[config.mk]
export PLATFORM = sky130hd
export DESIGN_NAME = dispI2cFront
export DESIGN_NICKNAME = d
export VERILOG_FILES = /design/src/rtl/dispI2cPkg.sv /design/src/rtl/dispI2cSync.sv /design/src/rtl/dispI2cDatapath.sv /design/src/rtl/dispI2cControl.sv /design/src/rtl/dispI2cFront.sv
export SDC_FILE = /design/constraint.sdc
export NUM_CORES = 1
export LEC_CHECK = 0
export ABC_AREA = 1
export BUFFER_PORTS_ARGS = -buffer_cell sky130_fd_sc_hd__buf_4
export CAP_MARGIN = 25
export CORE_MARGIN = 1
export CORE_UTILIZATION = 57
export CTS_CLUSTER_DIAMETER = 150
export DETAILED_ROUTE_END_ITERATION = 12
export PLACE_DENSITY = 0.87
export RECOVER_POWER = 50
export SYNTH_ARGS = -nofsm -noshare
export SYNTH_HDL_FRONTEND = slang
export SYNTH_SLANG_ARGS = --single-unit
[constraint.sdc]
create_clock -name clk -period 2 [get_ports clk]
set_input_delay 0.2 -clock clk [delete_from_list [all_inputs] [get_ports clk]]
set_output_delay 0.2 -clock clk [all_outputs]
set_load 0.01 [all_outputs]
[src/rtl/dispI2cPkg.sv]
package dispI2cPkg;
  localparam int BYTE_W = 8;
  localparam int CNT_W  = $clog2(BYTE_W + 1);

  // Strobes from the control FSM to the datapath.
  typedef struct packed {
    logic cntClr;
    logic txLoad;
    logic txShift;
    logic emitCmd;
    logic emitRam;
  } dpCtrl_t;

  // Events and values from the datapath to the control FSM.
  typedef struct packed {
    logic              sclRise;
    logic              sclFall;
    logic              startDet;
    logic              stopDet;
    logic              byteFull;
    logic              sdaNow;
    logic              txNextBit;
    logic              statusMsb;
    logic [BYTE_W-1:0] rxByte;
  } dpEvt_t;

  typedef enum logic [2:0] {
    PH_IDLE, PH_ADDR, PH_CTRL, PH_DATA, PH_READ, PH_SKIP
  } phase_t;
endpackage

[src/rtl/dispI2cSync.sv]
module dispI2cSync #(
  parameter int STAGES = 2,
  parameter bit IDLE_VAL = 1'b1
) (
  input  logic clk,
  input  logic rstN,
  input  logic din,
  output logic dout
);
  logic [STAGES-1:0] chain;

  always_ff @(posedge clk or negedge rstN) begin
    if (!rstN) chain <= {STAGES{IDLE_VAL}};
    else       chain <= {chain[STAGES-2:0], din};
  end

  assign dout = chain[STAGES-1];
endmodule

[src/rtl/dispI2cDatapath.sv]
module dispI2cDatapath
  import dispI2cPkg::*;
#(
  parameter int SYNC_STAGES = 2
) (
  input  logic              clk,
  input  logic              rstN,
  input  logic              sclIn,
  input  logic              sdaIn,
  input  logic [BYTE_W-1:0] statusIn,
  input  dpCtrl_t           ctrl,
  output dpEvt_t            evt,
  output logic              cmdValid,
  output logic [BYTE_W-1:0] cmdByte,
  output logic              ramValid,
  output logic [BYTE_W-1:0] ramByte
);
  localparam int NUM_LINES = 2;

  logic [NUM_LINES-1:0] rawLines, syncLines;
  logic sclS, sdaS, sclD, sdaD;
  logic [CNT_W-1:0]  bitCnt;
  logic [BYTE_W-1:0] rxShift, txReg;

  assign rawLines = {sclIn, sdaIn};

  for (genvar g = 0; g < NUM_LINES; g++) begin : g_sync
    dispI2cSync #(.STAGES(SYNC_STAGES), .IDLE_VAL(1'b1)) u_sync (
      .clk (clk),
      .rstN(rstN),
      .din (rawLines[g]),
      .dout(syncLines[g])
    );
  end

  assign sclS = syncLines[1];
  assign sdaS = syncLines[0];

  always_ff @(posedge clk or negedge rstN) begin
    if (!rstN) begin
      sclD <= 1'b1;
      sdaD <= 1'b1;
    end else begin
      sclD <= sclS;
      sdaD <= sdaS;
    end
  end

  always_comb begin
    evt.sclRise   = sclS & ~sclD;
    evt.sclFall   = ~sclS & sclD;
    evt.startDet  = sclS & sclD & sdaD & ~sdaS;
    evt.stopDet   = sclS & sclD & ~sdaD & sdaS;
    evt.byteFull  = (bitCnt == CNT_W'(BYTE_W));
    evt.sdaNow    = sdaS;
    evt.txNextBit = txReg[BYTE_W-2];
    evt.statusMsb = statusIn[BYTE_W-1];
    evt.rxByte    = rxShift;
  end

  // Bit counter and receive shifter: one bit per rising bus clock.
  always_ff @(posedge clk or negedge rstN) begin
    if (!rstN) begin
      bitCnt  <= '0;
      rxShift <= '0;
    end else if (ctrl.cntClr) begin
      bitCnt <= '0;
    end else if (evt.sclRise && !evt.byteFull) begin
      bitCnt  <= bitCnt + 1'b1;
      rxShift <= {rxShift[BYTE_W-2:0], sdaS};
    end
  end

  always_ff @(posedge clk or negedge rstN) begin
    if (!rstN)             txReg <= '0;
    else if (ctrl.txLoad)  txReg <= statusIn;
    else if (ctrl.txShift) txReg <= {txReg[BYTE_W-2:0], 1'b0};
  end

  always_ff @(posedge clk or negedge rstN) begin
    if (!rstN) begin
      cmdValid <= 1'b0;
      ramValid <= 1'b0;
      cmdByte  <= '0;
      ramByte  <= '0;
    end else begin
      cmdValid <= ctrl.emitCmd;
      ramValid <= ctrl.emitRam;
      if (ctrl.emitCmd) cmdByte <= rxShift;
      if (ctrl.emitRam) ramByte <= rxShift;
    end
  end
endmodule

[src/rtl/dispI2cControl.sv]
module dispI2cControl
  import dispI2cPkg::*;
#(
  parameter logic [5:0] ADDR_PREFIX = 6'b011110
) (
  input  logic    clk,
  input  logic    rstN,
  input  logic    addrSel,
  input  dpEvt_t  evt,
  output dpCtrl_t ctrl,
  output logic    sdaDriveLow
);
  phase_t phase, phaseN;
  logic ackSlot, ackSlotN;
  logic rdMode, rdModeN;
  logic contFlag, contFlagN;
  logic routeRam, routeRamN;
  logic lowN;

  always_comb begin
    phaseN    = phase;
    ackSlotN  = ackSlot;
    rdModeN   = rdMode;
    contFlagN = contFlag;
    routeRamN = routeRam;
    lowN      = sdaDriveLow;
    ctrl      = '0;

    if (evt.startDet) begin
      phaseN      = PH_ADDR;
      ackSlotN    = 1'b0;
      lowN        = 1'b0;
      ctrl.cntClr = 1'b1;
    end else if (evt.stopDet) begin
      phaseN      = PH_IDLE;
      ackSlotN    = 1'b0;
      lowN        = 1'b0;
      ctrl.cntClr = 1'b1;
    end else begin
      unique case (phase)
        PH_ADDR, PH_CTRL, PH_DATA: begin
          if (evt.sclFall && !ackSlot && evt.byteFull) begin
            lowN     = 1'b1;
            ackSlotN = 1'b1;
            if (phase == PH_ADDR) begin
              if (evt.rxByte[7:1] == {ADDR_PREFIX, addrSel}) begin
                rdModeN = evt.rxByte[0];
              end else begin
                phaseN   = PH_SKIP;
                lowN     = 1'b0;
                ackSlotN = 1'b0;
              end
            end else if (phase == PH_CTRL) begin
              contFlagN = evt.rxByte[7];
              routeRamN = evt.rxByte[6];
            end else begin
              ctrl.emitCmd = ~routeRam;
              ctrl.emitRam = routeRam;
            end
          end else if (evt.sclFall && ackSlot) begin
            ackSlotN    = 1'b0;
            lowN        = 1'b0;
            ctrl.cntClr = 1'b1;
            if (phase == PH_ADDR) begin
              if (rdMode) begin
                phaseN      = PH_READ;
                ctrl.txLoad = 1'b1;
                lowN        = ~evt.statusMsb;
              end else begin
                phaseN = PH_CTRL;
              end
            end else if (phase == PH_CTRL) begin
              phaseN = PH_DATA;
            end else begin
              phaseN = contFlag ? PH_CTRL : PH_DATA;
            end
          end
        end
        PH_READ: begin
          if (!ackSlot) begin
            if (evt.sclFall) begin
              if (evt.byteFull) begin
                lowN     = 1'b0;
                ackSlotN = 1'b1;
              end else begin
                ctrl.txShift = 1'b1;
                lowN         = ~evt.txNextBit;
              end
            end
          end else if (evt.sclRise && evt.sdaNow) begin
            phaseN   = PH_SKIP;
            ackSlotN = 1'b0;
          end else if (evt.sclFall) begin
            ackSlotN    = 1'b0;
            ctrl.cntClr = 1'b1;
            ctrl.txLoad = 1'b1;
            lowN        = ~evt.statusMsb;
          end
        end
        default: ;
      endcase
    end
  end

  always_ff @(posedge clk or negedge rstN) begin
    if (!rstN) begin
      phase       <= PH_IDLE;
      ackSlot     <= 1'b0;
      rdMode      <= 1'b0;
      contFlag    <= 1'b0;
      routeRam    <= 1'b0;
      sdaDriveLow <= 1'b0;
    end else begin
      phase       <= phaseN;
      ackSlot     <= ackSlotN;
      rdMode      <= rdModeN;
      contFlag    <= contFlagN;
      routeRam    <= routeRamN;
      sdaDriveLow <= lowN;
    end
  end
endmodule

[src/rtl/dispI2cFront.sv]
module dispI2cFront
  import dispI2cPkg::*;
#(
  parameter int         SYNC_STAGES = 2,
  parameter logic [5:0] ADDR_PREFIX = 6'b011110
) (
  input  logic              clk,
  input  logic              rstN,
  input  logic              sclIn,
  input  logic              sdaIn,
  input  logic              addrSel,
  input  logic [BYTE_W-1:0] statusIn,
  output logic              sdaDriveLow,
  output logic              cmdValid,
  output logic [BYTE_W-1:0] cmdByte,
  output logic              ramValid,
  output logic [BYTE_W-1:0] ramByte
);
  dpCtrl_t ctrl;
  dpEvt_t  evt;

  dispI2cDatapath #(.SYNC_STAGES(SYNC_STAGES)) u_dp (
    .clk     (clk),
    .rstN    (rstN),
    .sclIn   (sclIn),
    .sdaIn   (sdaIn),
    .statusIn(statusIn),
    .ctrl    (ctrl),
    .evt     (evt),
    .cmdValid(cmdValid),
    .cmdByte (cmdByte),
    .ramValid(ramValid),
    .ramByte (ramByte)
  );

  dispI2cControl #(.ADDR_PREFIX(ADDR_PREFIX)) u_ctl (
    .clk        (clk),
    .rstN       (rstN),
    .addrSel    (addrSel),
    .evt        (evt),
    .ctrl       (ctrl),
    .sdaDriveLow(sdaDriveLow)
  );
endmodule

==> results.md, run 1 <==
- Worst hold-check path type: primary input to register
- CP endpoint kind: register
- Synthesized area: 2476 um^2
- Worst clock skew: 0.009493 ns
- Die Height: 67.91 um
- Internal: between 1.5 and 2 mW
- FMAX: 591.8 MHz
- Layout Nets: 338
- Largest net degree at the start of global routing: 52
- Routed WL per cell: 13.02 um
- Psw: 728.3 uW
- TritonCTS clock tree: built
- Initial antenna violation count: 0
- Seq/Total Area, Yosys: about half
- Ys async rst share: 100.0%
- Post-DRT Antenna Nets: 0
- Share of the synthesized area in the top cell type: 45.48%
- Syn Nets: 298
- Total number of vias: 1959
- Vias in the first global route: 1856
- Sequential share of power: 53.4%
- Final Max Slew Viols: 0
- Critical-path top delay cell: dfstp_1
- CTS Sinks: 51
- I/O Buffers: 31
- Post-synth cell types: 29
- Cell mode on critical path: nor2_1
- CTS max path bufs: 2
- Layout cells sized above 1: 25.62%
- EDFF count, synth: 0
- Register bit count reported by yosys: 51
- Crit path time final: 1.690 ns
- Max cap viols: 0
- Critical-path maximum fanout: 5
- Worst skew pair latency: 0.31 ns
- Clock network fraction of total power: 27.1%
- Average size of a mapped cell: 8.750 um^2
- Starting Density: 60.59%
- First-pass GRT wire length: 8.238 mm
- GR Overflow Total: 0
- Final Hold Fails: 0
- CP startpoint kind: register
- Setup TNS: 0 ns
- Cells after Synth: approximately 280
- Top post-synthesis cells by area: dfrtp_1, nand2_1, dfstp_2
- Main synth FF type: dfrtp_1
- Vias per cell: 5.238
- GPL Wtd Cong: 0.9012
- Yosys top cell by area: dfrtp_1
- Post-CTS Setup Bufs: 0
- Final setup viols: 0
- Worst-Margin Slew: 1.193 ns
- TritonCTS buffer count: 5
- Yosys warns: 0
- Largest stage delay, worst path: approximately 0.56 ns
- DRT Pass-1 Iters: 4
- Status: finished clean
- Total Wirelength: roughly 5 mm
- Power Dens Cells: 796.1 nW/um^2
- Residual DRC: 0
- CP Data Arrival Time: 1.89 ns
- Hpwl dp: 3.490 mm
- VDD IR-drop max: ~550 uV
- Total core area: between 4000 and 5000 um^2
- Classification of the worst setup path: register to register
- CTS resizes: 0
- Post-CTS Hold Fix Bufs: 3
- Num rows: 23
- Hold slack: approximately 0.11 ns
- CP required: 2.20 ns
- Root buf cell: clkbuf_8
- GRT Total Usage: 24.51%
- Htree depth: 2
- Area Overhead vs Synth: 16.07%
- RSZ-0062 raised after global routing: no
- Total I/O pin count: 32
- Comb pwr share: 19.5%
- Switching Fraction: 31.83%
- Slew headroom: around a fifth
- Leakage power: 1.428 nW
- CTS clk-pin slew, worst paths: 0.09 ns
- Antenna Cells: 0
- Crit-path cells: inv_1 -> nor2_1 -> inv_1 -> nor2_1 -> nand2_1 -> xor2_1 -> nor2_1
- Die Area: roughly 4600 um^2
- Period utilization: 84.49%
- Most frequent cell after synthesis: nand2_1
- Synth top cells by count: nand2_1, dfrtp_1, inv_1
- Iteration-0 DRC count of the detailed router: 104
- Die Wd: 67.91 um
worst max-delay path, delay by kind of cell, from the launching register on:
kind          cells  cell delay (ns)
buf+inv           2             0.16
xor+xnor          1             0.21
simple gates      4             0.66
flops             1             0.56
final cells by class:
type | instances | area, um^2
Clock buffer | 7 | 86.33
Clock inverter | 1 | 8.758
Fill cell | 303 | 1212
Inverter | 38 | 142.6
Multi-Input combinational cell | 190 | 1018
Sequential cell | 51 | 1284
Tap cell | 50 | 62.56
Timing Repair Buffer | 37 | 271.5
metal layers:
layer  routed length [um]  vias to the layer above  track usage (%)
li1                     -                      984                -
met1                 2240                      932            33.11
met2                 2357                       34            39.23
met3                  187                        9            5.000
met4                   82                        0            8.594
met5                    0                        -                0
per-stage QoR:
step	std cells	util [%]	power, mW	instance area (um^2)	setup slack, ns
2_1_floorplan	283	-	1.534	2476	0.4675
3_3_place_gp	363	67.61	1.649	2763	0.4051
3_5_place_dp	363	67.61	1.677	2763	0.3677
4_1_cts	374	70.67	2.297	2888	0.3442
5_1_grt	374	70.33	2.415	2874	0.1637
6_report	374	70.33	2.288	2874	0.3101
path summary, 6_finish.rpt:
path / start / to / slack (ns) / cells after the start
worst min-delay path: statusIn[3] / u_dp.txReg[3]$_DFFE_PN0P_ / 0.11 / 3
max in group asynchronous: rstN / u_dp.cmdValid$_DFF_PN0_ / 0.60 / 2
min in group asynchronous: rstN / u_dp.cmdByte[5]$_DFFE_PN0P_ / 0.67 / 2
worst max register to register: u_dp.g_sync[1].u_sync.chain[1]$_DFF_PN1_ / u_dp.bitCnt[2]$_DFFE_PN0P_ / 0.31 / 7
worst max-delay path: u_dp.g_sync[1].u_sync.chain[1]$_DFF_PN1_ / u_dp.bitCnt[2]$_DFFE_PN0P_ / 0.31 / 7
worst min register to register: u_dp.g_sync[0].u_sync.chain[0]$_DFF_PN1_ / u_dp.g_sync[0].u_sync.chain[1]$_DFF_PN1_ / 0.37 / 0
cell families (layout without fill, tap and decap cells):
kind of cell	count (synthesis)	after routing	share of synthesized area, %
and+or+nand+nor	143	143	26.98
DFF	51	51	51.84
AOI/OAI and AO/OA	43	43	12.43
buffers and inverters	42	83	7.023
adders and majority gates	2	2	1.010
xor gates and xnor gates	2	2	0.7076
power by group through the flow:
stage	Clock (mW)	Combinational (mW)	Sequential, mW
detailed placement	0	0.437	1.24
CTS	0.629	0.447	1.22
finish	0.621	0.446	1.22
global placement	0	0.416	1.23
floorplan	0	0.313	1.22
global route	0.669	0.507	1.24
state kept, by name, indices dropped and copies added (netlist names):
signal / cells
u_dp.ramByte: 8
u_dp.rxShift: 8
u_ctl.routeRam: 1
u_ctl.sdaDriveLow: 1
u_ctl.phase: 3
u_dp.bitCnt: 4
u_dp.ramValid: 1
u_dp.g_sync.u_sync.chain: 4
u_dp.txReg: 7
u_dp.sdaD: 1
u_dp.sclD: 1
u_dp.cmdByte: 8
u_ctl.ackSlot: 1
u_ctl.rdMode: 1
u_dp.cmdValid: 1
u_ctl.contFlag: 1
cell usage in the layout, fill, tap and decap left out, types with 3 or more instances in the layout:
cell type      netlist  layout
nor2_2               4       4
nand2_2              6       6
dfstp_2              6       4
nand3_2              5       5
o21ai_2             16      16
buf_4                0      28
dfrtp_1             45      45
clkbuf_8             0       6
o21ai_0             13      13
a21oi_1              4       4
o221ai_1             4       4
clkbuf_1             1       4
nand4_1              3       3
nor2_1              28      28
inv_1               35      35
nand3_1             13      13
nand2_1             76      76
inv_2                3       3
dlygate4sd3_1        0       3
(Power assumes the default switching activity.)
==> run 2, diff against run 1 <==
ABC_AREA = 0   (was 1)
CORE_UTILIZATION = 56   (was 57)
PLACE_DENSITY = 0.86   (was 0.87)
clock period = 1.6 ns   (was 2 ns; I/O delays follow)
==> run 2 against run 1 <==
  * The flow now finishes with violations (negative setup slack)
  * Largest power group unchanged
  * Maximum frequency down 19%
  * Critical path depth increased by 1
  * Die area is 2.9% lower
  * Clock skew shrank 0.0017 ns
  * Power rose by 60%
  * Register-to-register slack got worse by 0.81 ns
  * Utilization is 17 points higher
  * Wire length rose by 61%
  * Worst setup slack lost 0.81 ns
  * First-iteration DRC count increased by 110%
  * Count of clock-buffer cells in the layout is 2 lower
==> results.md, run 2 <==
- Top post-synthesis cells by area: dfrtp_1, mux2_2, dfstp_2
- Layout Utilization: 86.96%
- Root buf cell: clkbuf_8
- First-pass GRT wire length: 10.28 mm
- Vias per cell: ~6.2
- Worst hold path depth: 3
- Leakage power: 1.664 nW
- Total core area: 4029 um^2
- Power Dens Cells: ~1000 nW/um^2
- Seq/Total Area, Yosys: 54.37%
- Max cap viols: 0
- Post-DRT Antenna Nets: 0
- CP required: approximately 1.8 ns
- Fin cells: 335
- Post-synth cell types: 48
- Worst hold-check path type: primary input to register
- Largest net degree at the start of global routing: 52
- Iteration-0 DRC count of the detailed router: 221
- CTS Sinks: 51
- Register bit count reported by yosys: 51
- TritonCTS buffer count: 5
- Most frequent cells in the layout: buf_4, dfrtp_1, mux2_4, nand2_1, buf_6
- Num rows: 23
- Final Max Slew Viols: 0
- GRT Total Usage: roughly 33%
- TritonCTS clock tree: built
- Critical-path maximum fanout: 4
- Final setup viols: between 40 and 50
- CP endpoint kind: register
- Die Area: 4480 um^2
- FMAX: 476.5 MHz
- R2r setup slk: -0.50 ns
- Final instance area: between 3000 and 4000 um^2
- Total Wirelength: 7.858 mm
- RSZ-0062 raised after global routing: yes
- Ys async rst share: 100.0%
- R2R Path Start: u_dp.bitCnt[1]$_DFFE_PN0P_
- Routed WL per cell: roughly 23 um
- Die Wd: roughly 67 um
- Layout cells sized above 1: 58.25%
- Hold slack: a little over 0.06 ns
- Yosys warns: 0
- Period utilization: 131.2%
- R2r endpoint: u_ctl.phase[2]$_DFFE_PN0P_
- Crit path time final: 2.099 ns
- Most frequent cell after synthesis: dfrtp_1
- Synth top cells by count: dfrtp_1, mux2_2, nand2_1
- GPL Wtd Cong: between 0.9 and 1
- Hpwl dp: 3.971 mm
- Antenna Cells: 0
- CP startpoint kind: register
- DRT Pass-1 Iters: 4
- Total I/O pin count: 32
- Main synth FF type: dfrtp_1
- Critical Path Sink: u_ctl.phase[2]$_DFFE_PN0P_
- Commonest non-fill, non-tap cell in the layout: buf_4
- Largest regs: u_dp.cmdByte (8), u_dp.ramByte (8), u_dp.rxShift (8)
- Residual DRC: 0
- CTS max path bufs: 2
- Initial antenna violation count: 0
- GR Overflow Total: 0
- Area Overhead vs Synth: 48.38%
- Syn Nets: 209
- Status: complete, but fails checks
- Slew headroom: a little under a fifth
- Failing checks: negative setup slack
- Placed Instances: a little over 300
- Synthesized area: 2361 um^2
- CTS clk-pin slew, worst paths: 0.10 ns
- Yosys top cell by area: dfrtp_1
- Starting Density: 58.60%
- Post-Place Setup Slack: -0.3487 ns
- Vias in the first global route: 2076
- Total number of vias: 2080
- CP startpoint: u_dp.bitCnt[1]$_DFFE_PN0P_
- Htree depth: 2
- Final Hold Fails: 0
- Share of the synthesized area in the top cell type: a little under half
- Worst clock skew: 0.007780 ns
- Classification of the worst setup path: register to register
- Filler cells: 172
- Die Height: ~67 um
- VDD IR-drop max: 923.9 uV
- Layout Nets: around 300
- Reg2reg path depth: 8
- EDFF count, synth: 0
- Dpl cell area: about 3000 um^2
- CP Data Arrival Time: between 2 and 2.5 ns
- Worst skew pair latency: approximately 0.31 ns
- Worst-Margin Slew: between 1 and 1.5 ns
- Average size of a mapped cell: between 10 and 15 um^2
- Cells after Synth: 194
- I/O Buffers: 31
- Final setup margin: -0.4988 ns
## run 2: changes by cell type after synthesis, sizes merged, moves of 3 or more
cell / delta
nor2: -26
nor3b: +4
o221ai: -4
o21ai: -16
nand2: -67
and3: +3
nand3: -10
nor3: -3
inv: -33
mux2: +30
mux2i: +7
## run 2: final cells by class
type	count	area [um^2]	share of cell area (%)
inverters	5	18.77	0.5357
repair buffers	91	798.3	22.79
well taps	50	62.56	1.786
clock inverters	3	20.02	0.5714
multi-input cells	130	1250	35.68
flip-flops and latches	51	1285	36.68
clock buffers	5	68.82	1.964
## run 2: kinds of logic after synthesis
group	Yosys count	share of synthesized area, %
buffers and inverters	13	2.703
xor gates and xnor gates	4	1.484
AOI/OAI and AO/OA	30	8.638
adders and majority gates	2	1.060
and+or+nand+nor	57	14.47
DFF	51	54.37
muxes	37	17.28
## run 2: worst min path at each step
stage                     start                   endpoint  slack, ns
floorplan                  rstN  u_ctl.ackSlot$_DFFE_PN0P_      -0.14
global placement           rstN  u_dp.txReg[4]$_DFFE_PN0P_       0.22
CTS                 statusIn[6]  u_dp.txReg[6]$_DFFE_PN0P_       0.05
finish              statusIn[3]  u_dp.txReg[3]$_DFFE_PN0P_       0.06
global route        statusIn[3]  u_dp.txReg[3]$_DFFE_PN0P_       0.07
detailed placement         rstN  u_dp.txReg[2]$_DFFE_PN0P_       0.22
## run 2: per-stage QoR
stage	setup TNS (ns)	power, mW
after detailed placement	-6.827	2.505
after global routing	-14.97	3.792
final	-10.85	3.663
after global placement	-5.286	2.435
after CTS	-6.788	3.365
after floorplan	-3.563	2.043
## run 2: repair_timing
action | 4_1_cts | 5_1_grt
pin swaps | 6 | 18
hold buffers | 3 | 0
setup buffers | 7 | 10
endpoints found under the hold margin | 47 | 0
gates cloned | 1 | 0
endpoints found under the setup margin | 36 | 44
resized for setup | 23 | 39
## run 2: layer usage
layer,vias to the layer above,wire [um],GRT usage [%]
met3,37,357,5.137
met2,95,3967,54.42
met1,1069,3116,39.60
li1,879,-,-
met5,-,0,0
met4,0,416,18.35
## run 2: power breakdown
part / switching, mW / internal, mW / leakage (nW) / total, mW
Clock: 0.459 / 0.306 / 0.0402 / 0.764
Sequential: 0.165 / 1.49 / 0.631 / 1.65
Combinational: 0.559 / 0.687 / 0.993 / 1.25
## run 2: worst max-delay path, cell delays in order (launching register included)
cell and delay [ns]:
dfrtp_1 0.41, inv_2 0.09, ha_4 0.14, and3b_2 0.22, o211ai_1 0.14, and3_4 0.22, a311oi_4 0.39, buf_4 0.19
mux2i_1 0.22
